**src/rtl/idb_pkg.sv**
```systemverilog
`timescale 1ns/1ps
package idb_pkg;

  // Kind of a completed word on the ID line
  typedef enum logic [2:0] {
    W_BAD  = 3'd0,
    W_BRK  = 3'd1,
    W_WAKE = 3'd2,
    W_ZERO = 3'd3,
    W_ONE  = 3'd4
  } idb_kind_e;

  // Word handed from the classifier to the byte assembler
  typedef struct packed {
    logic      vld;        // one-cycle word completion
    idb_kind_e kind;       // decoded kind
    logic      stop;       // recovery long enough for a byte-ending bit
    logic      rec_short;  // break followed by a too-short recovery
  } idb_word_t;

  // Convert hundredths of a microsecond into clock cycles
  function automatic int cus_to_cyc(input int clk_per_us, input int cus);
    return (clk_per_us * cus) / 100;
  endfunction

endpackage

```
**src/rtl/idb_sync_edge.sv**
```systemverilog
`timescale 1ns/1ps
module idb_sync_edge #(
  parameter int STAGES = 2
) (
  input  logic clk_i,
  input  logic rst_i,
  input  logic line_i,
  output logic lvl_o,
  output logic rise_o,
  output logic fall_o
);

  logic [STAGES-1:0] sh_q;
  logic              prev_q;

  // Resynchronising chain, reset to the idle-high level
  always_ff @(posedge clk_i) begin
    if (rst_i) begin
      sh_q   <= '1;
      prev_q <= 1'b1;
    end else begin
      sh_q   <= {sh_q[STAGES-2:0], line_i};
      prev_q <= sh_q[STAGES-1];
    end
  end

  assign lvl_o  = sh_q[STAGES-1];
  assign rise_o = lvl_o & ~prev_q;
  assign fall_o = ~lvl_o & prev_q;

endmodule

```
**src/rtl/idb_interval_timer.sv**
```systemverilog
`timescale 1ns/1ps
module idb_interval_timer #(
  parameter int CW  = 13,
  parameter int SAT = 6000
) (
  input  logic          clk_i,
  input  logic          rst_i,
  input  logic          edge_i,
  output logic [CW-1:0] cnt_o
);

  localparam logic [CW-1:0] SAT_C = CW'(SAT);
  localparam logic [CW-1:0] ONE_C = CW'(1);

  // Cycles elapsed since the last edge, saturating at SAT
  always_ff @(posedge clk_i) begin
    if (rst_i) begin
      cnt_o <= '0;
    end else if (edge_i) begin
      cnt_o <= ONE_C;
    end else if (cnt_o < SAT_C) begin
      cnt_o <= cnt_o + ONE_C;
    end
  end

endmodule

```
**src/rtl/idb_word_classifier.sv**
```systemverilog
`timescale 1ns/1ps
module idb_word_classifier
  import idb_pkg::*;
#(
  parameter int CW        = 13,
  parameter int ONE_MIN   = 200,
  parameter int ONE_MAX   = 500,
  parameter int ZERO_MIN  = 1200,
  parameter int ZERO_MAX  = 1600,
  parameter int BRK_MIN   = 2400,
  parameter int BRK_MAX   = 3200,
  parameter int WAKE_MIN  = 4400,
  parameter int WAKE_MAX  = 5400,
  parameter int ZERO_STOP = 1900,
  parameter int ONE_STOP  = 2950,
  parameter int BRK_REC   = 500,
  parameter int TMO       = 6000
) (
  input  logic          clk_i,
  input  logic          rst_i,
  input  logic          lvl_i,
  input  logic          rise_i,
  input  logic          fall_i,
  input  logic [CW-1:0] cnt_i,
  output idb_word_t     word_o
);

  localparam logic [CW-1:0] ONE_MIN_C   = CW'(ONE_MIN);
  localparam logic [CW-1:0] ONE_MAX_C   = CW'(ONE_MAX);
  localparam logic [CW-1:0] ZERO_MIN_C  = CW'(ZERO_MIN);
  localparam logic [CW-1:0] ZERO_MAX_C  = CW'(ZERO_MAX);
  localparam logic [CW-1:0] BRK_MIN_C   = CW'(BRK_MIN);
  localparam logic [CW-1:0] BRK_MAX_C   = CW'(BRK_MAX);
  localparam logic [CW-1:0] WAKE_MIN_C  = CW'(WAKE_MIN);
  localparam logic [CW-1:0] WAKE_MAX_C  = CW'(WAKE_MAX);
  localparam logic [CW-1:0] ZERO_STOP_C = CW'(ZERO_STOP);
  localparam logic [CW-1:0] ONE_STOP_C  = CW'(ONE_STOP);
  localparam logic [CW-1:0] BRK_REC_C   = CW'(BRK_REC);
  localparam logic [CW-1:0] TMO_C       = CW'(TMO);

  logic      pend_q, pend_n;
  idb_kind_e cls_q, cls_n;
  idb_word_t word_n;
  idb_kind_e low_kind;
  logic      close;

  // Window check on the low interval that just ended
  always_comb begin
    if (cnt_i >= ONE_MIN_C && cnt_i <= ONE_MAX_C)        low_kind = W_ONE;
    else if (cnt_i >= ZERO_MIN_C && cnt_i <= ZERO_MAX_C) low_kind = W_ZERO;
    else if (cnt_i >= BRK_MIN_C && cnt_i <= BRK_MAX_C)   low_kind = W_BRK;
    else if (cnt_i >= WAKE_MIN_C && cnt_i <= WAKE_MAX_C) low_kind = W_WAKE;
    else                                                 low_kind = W_BAD;
  end

  // A pending word closes at the next fall or when the high time times out
  assign close = pend_q && (fall_i || (lvl_i && cnt_i == TMO_C));

  always_comb begin
    word_n      = '0;
    word_n.kind = W_BAD;
    pend_n      = pend_q;
    cls_n       = cls_q;
    if (close) begin
      word_n.vld       = 1'b1;
      word_n.kind      = cls_q;
      word_n.stop      = cnt_i >= ((cls_q == W_ONE) ? ONE_STOP_C : ZERO_STOP_C);
      word_n.rec_short = (cls_q == W_BRK) && (cnt_i < BRK_REC_C);
      pend_n           = 1'b0;
    end
    if (rise_i) begin
      if (low_kind == W_BAD) begin
        word_n.vld  = 1'b1;
        word_n.kind = W_BAD;
      end else begin
        pend_n = 1'b1;
        cls_n  = low_kind;
      end
    end
  end

  always_ff @(posedge clk_i) begin
    if (rst_i) begin
      pend_q      <= 1'b0;
      cls_q       <= W_BAD;
      word_o      <= '0;
    end else begin
      pend_q      <= pend_n;
      cls_q       <= cls_n;
      word_o      <= word_n;
    end
  end

  // A malformed word is reported only in the cycle after a rising edge
  assert_bad_on_rise_R5: assert property (@(posedge clk_i) disable iff (rst_i)
    (word_o.vld && word_o.kind == W_BAD) |-> $past(rise_i));

  // A word is only pending during high time, except the cycle its closing fall arrives
  assert_pend_high_R6: assert property (@(posedge clk_i) disable iff (rst_i)
    (pend_q && !lvl_i) |-> fall_i);

endmodule

```
**src/rtl/idb_byte_assembler.sv**
```systemverilog
`timescale 1ns/1ps
module idb_byte_assembler
  import idb_pkg::*;
#(
  parameter int DATA_W = 8
) (
  input  logic              clk_i,
  input  logic              rst_i,
  input  idb_word_t         word_i,
  output logic              byte_vld_o,
  output logic [DATA_W-1:0] byte_o,
  output logic              brk_o,
  output logic              wake_o,
  output logic              err_o
);

  localparam int            BW     = $clog2(DATA_W + 1);
  localparam logic [BW-1:0] LAST_C = BW'(DATA_W - 1);
  localparam logic [BW-1:0] FULL_C = BW'(DATA_W);

  logic [DATA_W-1:0] sh_q;
  logic [BW-1:0]     bcnt_q;
  logic [DATA_W-1:0] sh_nx;
  logic              bit_v;

  assign bit_v = (word_i.kind == W_ONE);
  assign sh_nx = {bit_v, sh_q[DATA_W-1:1]};

  always_ff @(posedge clk_i) begin
    if (rst_i) begin
      sh_q       <= '0;
      bcnt_q     <= '0;
      byte_o     <= '0;
      byte_vld_o <= 1'b0;
      brk_o      <= 1'b0;
      wake_o     <= 1'b0;
      err_o      <= 1'b0;
    end else begin
      byte_vld_o <= 1'b0;
      brk_o      <= 1'b0;
      wake_o     <= 1'b0;
      err_o      <= 1'b0;
      if (word_i.vld) begin
        unique case (word_i.kind)
          W_BRK: begin
            bcnt_q <= '0;
            if (word_i.rec_short) err_o <= 1'b1;
            else                  brk_o <= 1'b1;
          end
          W_WAKE: begin
            bcnt_q <= '0;
            wake_o <= 1'b1;
          end
          W_ZERO, W_ONE: begin
            if (bcnt_q == FULL_C) begin
              bcnt_q <= '0;
              err_o  <= 1'b1;
            end else if (word_i.stop) begin
              bcnt_q <= '0;
              if (bcnt_q == LAST_C) begin
                byte_o     <= sh_nx;
                byte_vld_o <= 1'b1;
              end else begin
                err_o <= 1'b1;
              end
            end else begin
              sh_q   <= sh_nx;
              bcnt_q <= bcnt_q + BW'(1);
            end
          end
          default: begin
            bcnt_q <= '0;
            err_o  <= 1'b1;
          end
        endcase
      end
    end
  end

  assert_strobe_excl_R11: assert property (@(posedge clk_i) disable iff (rst_i)
    $onehot0({byte_vld_o, brk_o, wake_o, err_o}));

  assert_byte_len_R7: assert property (@(posedge clk_i) disable iff (rst_i)
    byte_vld_o |-> $past(bcnt_q) == LAST_C);

  assert_byte_hold_R7: assert property (@(posedge clk_i) disable iff (rst_i)
    !byte_vld_o |-> $stable(byte_o));

  assert_err_flush_R8: assert property (@(posedge clk_i) disable iff (rst_i)
    err_o |-> bcnt_q == '0);

  assert_brk_flush_R9: assert property (@(posedge clk_i) disable iff (rst_i)
    (brk_o || wake_o) |-> bcnt_q == '0);

endmodule

```
**src/rtl/idb_word_decoder.sv**
```systemverilog
`timescale 1ns/1ps
module idb_word_decoder
  import idb_pkg::*;
#(
  parameter int CLK_PER_US    = 200,
  parameter int DATA_W        = 8,
  parameter int SYNC_STAGES   = 2,
  parameter int ONE_MIN_CUS   = 100,
  parameter int ONE_MAX_CUS   = 250,
  parameter int ZERO_MIN_CUS  = 600,
  parameter int ZERO_MAX_CUS  = 800,
  parameter int BRK_MIN_CUS   = 1200,
  parameter int BRK_MAX_CUS   = 1600,
  parameter int WAKE_MIN_CUS  = 2200,
  parameter int WAKE_MAX_CUS  = 2700,
  parameter int ZERO_STOP_CUS = 950,
  parameter int ONE_STOP_CUS  = 1475,
  parameter int BRK_REC_CUS   = 250,
  parameter int TMO_CUS       = 3000
) (
  input  logic              clk_i,
  input  logic              rst_i,
  input  logic              id_i,
  output logic              byte_vld_o,
  output logic [DATA_W-1:0] byte_o,
  output logic              brk_o,
  output logic              wake_o,
  output logic              err_o
);

  localparam int TMO_CYC = cus_to_cyc(CLK_PER_US, TMO_CUS);
  localparam int CW      = $clog2(TMO_CYC + 1);

  logic          lvl, rise, fall;
  logic [CW-1:0] cnt;
  idb_word_t     word;

  idb_sync_edge #(.STAGES(SYNC_STAGES)) u_sync (
    .clk_i  (clk_i),
    .rst_i  (rst_i),
    .line_i (id_i),
    .lvl_o  (lvl),
    .rise_o (rise),
    .fall_o (fall)
  );

  idb_interval_timer #(.CW(CW), .SAT(TMO_CYC)) u_timer (
    .clk_i  (clk_i),
    .rst_i  (rst_i),
    .edge_i (rise | fall),
    .cnt_o  (cnt)
  );

  idb_word_classifier #(
    .CW        (CW),
    .ONE_MIN   (cus_to_cyc(CLK_PER_US, ONE_MIN_CUS)),
    .ONE_MAX   (cus_to_cyc(CLK_PER_US, ONE_MAX_CUS)),
    .ZERO_MIN  (cus_to_cyc(CLK_PER_US, ZERO_MIN_CUS)),
    .ZERO_MAX  (cus_to_cyc(CLK_PER_US, ZERO_MAX_CUS)),
    .BRK_MIN   (cus_to_cyc(CLK_PER_US, BRK_MIN_CUS)),
    .BRK_MAX   (cus_to_cyc(CLK_PER_US, BRK_MAX_CUS)),
    .WAKE_MIN  (cus_to_cyc(CLK_PER_US, WAKE_MIN_CUS)),
    .WAKE_MAX  (cus_to_cyc(CLK_PER_US, WAKE_MAX_CUS)),
    .ZERO_STOP (cus_to_cyc(CLK_PER_US, ZERO_STOP_CUS)),
    .ONE_STOP  (cus_to_cyc(CLK_PER_US, ONE_STOP_CUS)),
    .BRK_REC   (cus_to_cyc(CLK_PER_US, BRK_REC_CUS)),
    .TMO       (TMO_CYC)
  ) u_class (
    .clk_i  (clk_i),
    .rst_i  (rst_i),
    .lvl_i  (lvl),
    .rise_i (rise),
    .fall_i (fall),
    .cnt_i  (cnt),
    .word_o (word)
  );

  idb_byte_assembler #(.DATA_W(DATA_W)) u_asm (
    .clk_i      (clk_i),
    .rst_i      (rst_i),
    .word_i     (word),
    .byte_vld_o (byte_vld_o),
    .byte_o     (byte_o),
    .brk_o      (brk_o),
    .wake_o     (wake_o),
    .err_o      (err_o)
  );

  // A break or wake strobe must follow a word the classifier handed over
  assert_event_source_R3: assert property (@(posedge clk_i) disable iff (rst_i)
    (brk_o || wake_o) |-> $past(word.vld));

endmodule

```
**config.mk**
```make
export PLATFORM = sky130hd
export DESIGN_NAME = idb_word_decoder
export DESIGN_NICKNAME = d
export VERILOG_FILES = /design/src/rtl/idb_pkg.sv /design/src/rtl/idb_sync_edge.sv /design/src/rtl/idb_interval_timer.sv /design/src/rtl/idb_word_classifier.sv /design/src/rtl/idb_byte_assembler.sv /design/src/rtl/idb_word_decoder.sv
export SDC_FILE = /design/constraint.sdc
export NUM_CORES = 1
export LEC_CHECK = 0
export ABC_AREA = 1
export BUFFER_PORTS_ARGS = -buffer_cell sky130_fd_sc_hd__buf_2
export CAP_MARGIN = 20
export CORE_ASPECT_RATIO = 1.75
export CORE_MARGIN = 8
export CORE_UTILIZATION = 50
export DETAILED_ROUTE_END_ITERATION = 12
export PLACE_DENSITY = 0.67
export SETUP_SLACK_MARGIN = 0.4
export SLEW_MARGIN = 10
export SYNTH_ARGS = -nofsm -noshare
export SYNTH_HDL_FRONTEND = slang
export SYNTH_HIERARCHICAL = 1
export SYNTH_SLANG_ARGS = --single-unit
```
**constraint.sdc**
```tcl
create_clock -name clk_i -period 5.2 [get_ports clk_i]
set_input_delay 0.26 -clock clk_i [delete_from_list [all_inputs] [get_ports clk_i]]
set_output_delay 0.26 -clock clk_i [all_outputs]
set_load 0.01 [all_outputs]
```
==> flow_metrics.py, run 1 <==
metrics = {
    "final_layout": {
        "layout-drive-gt1-share_pct": 11.6,
        "syn2layout_area_growth_pct": 6.03,
        "multi_input_area_um2": 1650,
        "utilization_pct": 54.3,
        "nNetsFinal": 493,
        "layout.cells.non_filler": 559,
        "diodes": 0,
        "postLayoutCellArea_um2": 3170,
        "seqCellArea_um2": 981,
        "n_fill_cell": 616,
    },
    "sta": {
        "finalWorstSetupSlack_ns": 2.98,
        "fmax_ghz": 0.451,
        "fin_crit_sh_pct": 42.7,
        "slew_headroom_pct": 52.4,
        "hold_violations": 0,
        "finalSetupViolCount": 0,
        "fin_crit_ns": 2.22,
        "rsz0062_at_grt": "false",
        "tightest_slew_ns": 0.709,
        "fin_skew_ns": 0.00834,
        "holdWs_ns": 0.124,
        "maxSlewViolCount": 0,
        "setup-tns-final_ns": 0,
    },
    "routing": {
        "drt_wl_total_um": 7210,
        "wl_per_cell_um": 12.9,
        "drc": 0,
        "dr.pass1.iters": 5,
        "ant_nets": 0,
        "num_vias": 2910,
        "routed_via_density": 5.21,
        "first_iter_violations": 157,
    },
    "grt": {
        "grt_antenna_before_repair": 0,
        "grt_pass1_wl_um": 12100,
        "grt_max_degree": 21,
        "first_global_vias": 2768,
        "grt_usage_pct": 17.1,
        "globalRouteOverflowTotal": 0,
    },
    "placement": {
        "dp_hpwl_um": 5490,
        "gp_congestion": 0.889,
        "post-place-ws_ns": 3.07,
        "dp_cells": 551,
        "dpl_cell_area_um2": 3080,
        "port_buffers": 14,
    },
    "pwr": {
        "power_uw": 635,
        "pwr-share-clk_pct": 35.5,
        "internal_power_uw": 481,
        "combPwrFrac_pct": 4.2,
        "pwr-share-seq_pct": 60.3,
        "power.ir.vdd_worst_uv": 143,
        "p_sw_uw": 154,
        "cellPowerDensity_nw_per_um2": 200,
        "switching_share_pct": 24.3,
        "p_leak_nw": 1.45,
    },
    "floorplanning": {
        "ios": 15,
        "coreArea_um2": 5830,
        "die_area_um2": 8810,
        "start_util_pct": 51.2,
        "fp-row-count": 37,
        "fp.dieH_um": 118,
        "die_w_um": 74.4,
    },
    "synth": {
        "yosysSeqAreaShare_pct": 32.8,
        "syn_area_per_cell_um2": 6.37,
        "syn-instance-count": 469,
        "synth_nets": 482,
        "synth.distinct_cells": 32,
        "yosys_warnings": 6,
        "synth-seq-cells": 49,
        "syn-cell-area_um2": 2990,
    },
    "hold_path": {
        "whs_path_depth": 3,
        "hold_class": "input pin to register",
    },
    "clocking": {
        "cts-resized-gates": 0,
        "path_clk_slew_ns": 0.09,
        "cts_hold_buffers": 0,
        "cts_max_path_buffers": 2,
        "cts_root_buffer": "clkbuf_8",
        "clk-insertion-delay-late_ns": 0.30,
        "cts_buffers": 5,
        "clkSinkCount": 49,
        "htreeDepth": 2,
        "cts_tree": "done",
        "post_cts_buffers": 0,
    },
    "worst_setup_path": {
        "regToRegSetupSlack_ns": 2.98,
        "path_class": "register to register",
        "required_ns": 5.41,
        "worstPathArrival_ns": 2.42,
        "crit_path_start_kind": "register",
        "critPathMaxFanout": 6,
        "end_kind": "register",
        "r2r_cells": 9,
    },
    "status": {
        "status": "completed",
    },
    "flow_run": {
        "cap_violations": 0,
    },
}
## kinds of logic (layout without fill, tap and decap cells)
kind of cell | count (synthesis) | after routing | synth area share [%]
buffers and inverters | 86 | 98 | 12.1
adders and majority gates | 10 | 10 | 4.19
and+or+nand+nor | 286 | 286 | 43.6
DFF | 49 | 49 | 32.8
AOI/OAI and AO/OA | 33 | 33 | 5.82
xor gates and xnor gates | 5 | 5 | 1.46
## per-layer routing
layer  vias up  part of all wire [%]  global-route usage (%)
met4         0                   4.3                    10.1
met1      1306                    36                    15.2
met3        30                   3.5                    2.03
met5         -                     0                       0
met2        80                    56                    33.7
li1       1494                     -                       -
## power by group through the flow
stage	sequential (mW)	clock [mW]	combinational (mW)
detailed placement	0.392	0	0.0267
floorplan	0.390	0	0.0184
CTS	0.383	0.236	0.0268
global placement	0.392	0	0.0263
global route	0.384	0.247	0.0305
finish	0.383	0.225	0.0268
## registers in the layout (all words and copies together), names as in the netlist
| register | flops |
|---|---|
| u_timer/cnt_o | 13 |
| u_asm/byte_o | 8 |
| u_asm/sh_q | 7 |
| u_class/word_o | 6 |
| u_asm/bcnt_q | 4 |
| u_class/cls_q | 3 |
| u_sync/sh_q | 2 |
| u_asm/brk_o | 1 |
| u_asm/byte_vld_o | 1 |
| u_asm/err_o | 1 |
| u_asm/wake_o | 1 |
| u_class/pend_q | 1 |
| u_sync/prev_q | 1 |
## Yosys cell counts
library cell  number  area [um^2]
nand2_4            1         11.3
nor3_1             8         40.0
ha_1              10          125
buf_8              1         15.0
clkinv_1           1         3.75
a211oi_1           1         7.51
nor2_1            82          308
a21oi_1           21          105
nor2_2             5         31.3
buf_6              1         11.3
a211o_1            1         8.76
inv_1             66          248
o21ai_0            3         15.0
nor2_4             3         33.8
xor2_1             5         43.8
dfxtp_1           49          981
clkbuf_1           1         3.75
nand3_2            3         30.0
inv_2              8         30.0
o211ai_1           1         7.51
nand3b_1           2         15.0
nor4_1             2         12.5
buf_2              3         15.0
nand2_1          110          413
o21ai_1            6         30.0
clkinv_2           1         5.00
nor3_2             1         10.0
buf_4              4         30.0
nand4_1           21          131
nand2_2           12         75.1
nand3_1           35          175
nand3_4            1         17.5
## cell type report
type	instances	area share, %
inverter	76	9.04
clock inverter	2	0.474
sequential	49	31.0
multi-input combinational	334	52.0
tap	78	3.08
timing repair buffer	14	2.21
clock buffer	6	2.29
## worst paths after layout
check,endpoint,from
worst max-delay path,u_class/word_o[1]$_SDFF_PP0_,u_class/cls_q[2]$_SDFFE_PP0P_
worst min-delay path,u_sync/sh_q[0]$_SDFF_PP1_,id_i
worst max register to register,u_class/word_o[1]$_SDFF_PP0_,u_class/cls_q[2]$_SDFFE_PP0P_
worst min register to register,u_sync/sh_q[1]$_SDFF_PP1_,u_sync/sh_q[0]$_SDFF_PP1_
## critical path: stages (launching register included)
cell	delay (ns)
dfxtp_1	0.37
inv_1	0.05
nor3_1	0.55
inv_1	0.17
ha_1	0.34
a211o_1	0.30
a21oi_1	0.11
o21ai_0	0.09
nor2_1	0.09
nor2_1	0.04
## placed cells by master (no fill, tap or decap), drive strengths merged
master    instances
o211ai            1
nor2             90
nand3            39
inv              74
dfxtp            49
a21oi            21
clkinv            2
clkinvlp          2
ha               10
nand4            21
nor3              9
nor4              2
xor2              5
clkbuf            6
a211o             1
a211oi            1
nand2           123
nand3b            2
buf              14
o21ai             9
Note: power is estimated with default switching activity, not from simulation.
==> run 2, diff against run 1 <==
--- a/config.mk
+++ b/config.mk
@@ -12,7 +12,7 @@
 export CORE_MARGIN = 8
 export CORE_UTILIZATION = 50
 export DETAILED_ROUTE_END_ITERATION = 12
-export PLACE_DENSITY = 0.67
+export PLACE_DENSITY = 0.7
 export SETUP_SLACK_MARGIN = 0.4
 export SLEW_MARGIN = 10
 export SYNTH_ARGS = -nofsm -noshare
==> constraint.sdc (replaced) <==
create_clock -name clk_i -period 1.85 [get_ports clk_i]
set_input_delay 0.0925 -clock clk_i [delete_from_list [all_inputs] [get_ports clk_i]]
set_output_delay 0.0925 -clock clk_i [all_outputs]
set_load 0.01 [all_outputs]
==> flow_metrics.py, run 2 (synthesis gave the netlist of run 1 again) <==
metrics = {
    "final_layout": {
        "diodes": 0,
        "layout-drive-gt1-share_pct": 31.2,
        "syn2layout_area_growth_pct": 29.6,
        "largest_reg_flops": 13,
        "final_cell_mix": "98 x nand2_1, 68 x nor2_1, 59 x inv_1, 32 x nand3_1, 32 x dfxtp_1",
        "top_register": "u_timer/cnt_o",
        "nNetsFinal": 534,
        "multi_input_area_um2": 1890,
        "seqCellArea_um2": 1030,
        "n_fill_cell": 525,
        "top_regs": "u_timer/cnt_o x13, u_asm/byte_o x8, u_asm/sh_q x7",
        "layout_commonest_cell": "nand2_1",
        "layout.cells.non_filler": 600,
    },
    "sta": {
        "fin_crit_sh_pct": 85.6,
        "finalSetupViolCount": 0,
        "fmax_ghz": 0.631,
        "fin_skew_ns": 0.00368,
        "fin_crit_ns": 1.58,
        "tightest_slew_ns": 0.496,
        "rsz0062_at_grt": "true",
        "setup-tns-final_ns": 0,
        "hold_violations": 0,
        "maxSlewViolCount": 0,
        "slew_headroom_pct": 66.9,
    },
    "routing": {
        "wl_per_cell_um": 14.1,
        "drc": 0,
        "drt_wl_total_um": 8450,
        "num_vias": 3188,
        "routed_via_density": 5.31,
        "first_iter_violations": 179,
        "dr.pass1.iters": 4,
        "ant_nets": 0,
    },
    "pwr": {
        "pwr-share-seq_pct": 58.8,
        "cellPowerDensity_nw_per_um2": 467,
        "p_leak_nw": 1.76,
        "switching_share_pct": 24.8,
        "combPwrFrac_pct": 6.0,
        "internal_power_mw": 1.36,
        "p_sw_uw": 450,
        "pwr-share-clk_pct": 35.2,
        "power.ir.vdd_worst_uv": 383,
    },
    "worst_setup_path": {
        "required_ns": 2.06,
        "crit_path_start_kind": "register",
        "critPathMostFrequentCell": "nor2_1",
        "end_kind": "register",
        "worstPathArrival_ns": 1.79,
        "critPathSlowestCell": "dfxtp_2",
        "crit_cells": 9,
        "regToRegSetupSlack_ns": 0.27,
        "path_buf_inv": 2,
        "path_class": "register to register",
        "path_cells": "nor3_4 > buf_6 > ha_1 > nand4_1 > inv_1 > a21oi_1 > o21ai_1 > nor2_1 > nor2_1",
        "crit_family": "simple AND/OR/NAND/NOR gates",
        "critPathMaxFanout": 5,
        "r2r_cells": 9,
        "slowest_delay_ns": 0.36,
    },
    "placement": {
        "dp_cells": 566,
        "dp_hpwl_um": 5540,
        "gp_congestion": 0.856,
        "port_buffers": 14,
    },
    "clocking": {
        "path_clk_slew_ns": 0.09,
        "cts_root_buffer": "clkbuf_8",
        "htreeDepth": 2,
        "clk-insertion-delay-late_ns": 0.31,
        "cts_buffers": 5,
        "clkSinkCount": 49,
        "cts_max_path_buffers": 2,
        "cts_tree": "done",
    },
    "grt": {
        "grt_antenna_before_repair": 0,
        "globalRouteOverflowTotal": 0,
        "grt_max_degree": 20,
        "first_global_vias": 2848,
        "grt_usage_pct": 17.7,
        "grt_pass1_wl_um": 12400,
    },
    "hold_path": {
        "whs_path_depth": 2,
        "hold_class": "input pin to register",
    },
    "floorplanning": {
        "ios": 15,
        "coreArea_um2": 5830,
        "start_util_pct": 51.2,
        "die_w_um": 74.4,
        "fp-row-count": 37,
        "fp.dieH_um": 118,
        "die_area_um2": 8810,
    },
    "status": {
        "status": "completed",
    },
    "flow_run": {
        "cap_violations": 0,
    },
}
-- run 2: cell count changes in the layout (fill, tap and decap cells not counted), sizes merged --
cell and change:
buf +39, dlygate4sd3 +1, clkbuf +1
-- run 2: area by class of cell --
class / count / share of cell area (%)
multi-input combinational: 334 / 48.9
clock inverter: 2 / 0.388
tap: 78 / 2.52
clock buffer: 6 / 1.87
sequential: 49 / 26.5
inverter: 76 / 7.49
timing repair buffer: 55 / 12.3
-- run 2: metal layers --
| layer | part of all wire, % | routed length [um] | GRT usage [%] |
|---|---|---|---|
| met5 | 0 | 0 | 0 |
| met4 | 5.7 | 482 | 9.75 |
| met3 | 3.7 | 309 | 2.88 |
| met2 | 57 | 4790 | 35.0 |
| met1 | 34 | 2870 | 15.4 |
-- run 2: metrics by stage --
step | hold slack (ns) | setup slack [ns] | total power [mW] | cell area (um^2) | util (%)
after detailed placement | 0.270 | 0.213 | 1.17 | 3220 | 55.2
after floorplan | 0.154 | 0.201 | 1.15 | 3000 | -
after global routing | 0.132 | 0.156 | 1.88 | 3870 | 66.4
after CTS | 0.132 | 0.270 | 1.82 | 3510 | 60.1
final | 0.134 | 0.266 | 1.81 | 3870 | 66.4
after global placement | 0.266 | 0.216 | 1.17 | 3220 | 55.2
-- run 2: worst paths after layout --
kind	start	to
hold / removal	rst_i	u_class/cls_q[0]$_SDFFE_PP0P_
hold reg to reg	u_sync/sh_q[0]$_SDFF_PP1_	u_sync/sh_q[1]$_SDFF_PP1_
setup reg to reg	u_class/cls_q[0]$_SDFFE_PP0P_	u_class/word_o[1]$_SDFF_PP0_
setup / recovery	u_class/cls_q[0]$_SDFFE_PP0P_	u_class/word_o[1]$_SDFF_PP0_
-- run 2: power by group through the flow --
stage	clock network (mW)	logic (mW)	registers, mW
2_1_floorplan	0	0.0517	1.10
3_3_place_gp	0	0.0756	1.10
3_5_place_dp	0	0.0764	1.10
4_1_cts	0.656	0.0947	1.07
5_1_grt	0.701	0.118	1.07
6_report	0.637	0.108	1.06
-- run 2: what timing repair did --
item,in CTS,in global routing
endpoints found under the hold margin,1,0
hold buffers,1,0
gates cloned,0,2
setup buffers,7,16
endpoints found under the setup margin,36,35
pin swaps,11,23
gates resized for setup,44,59
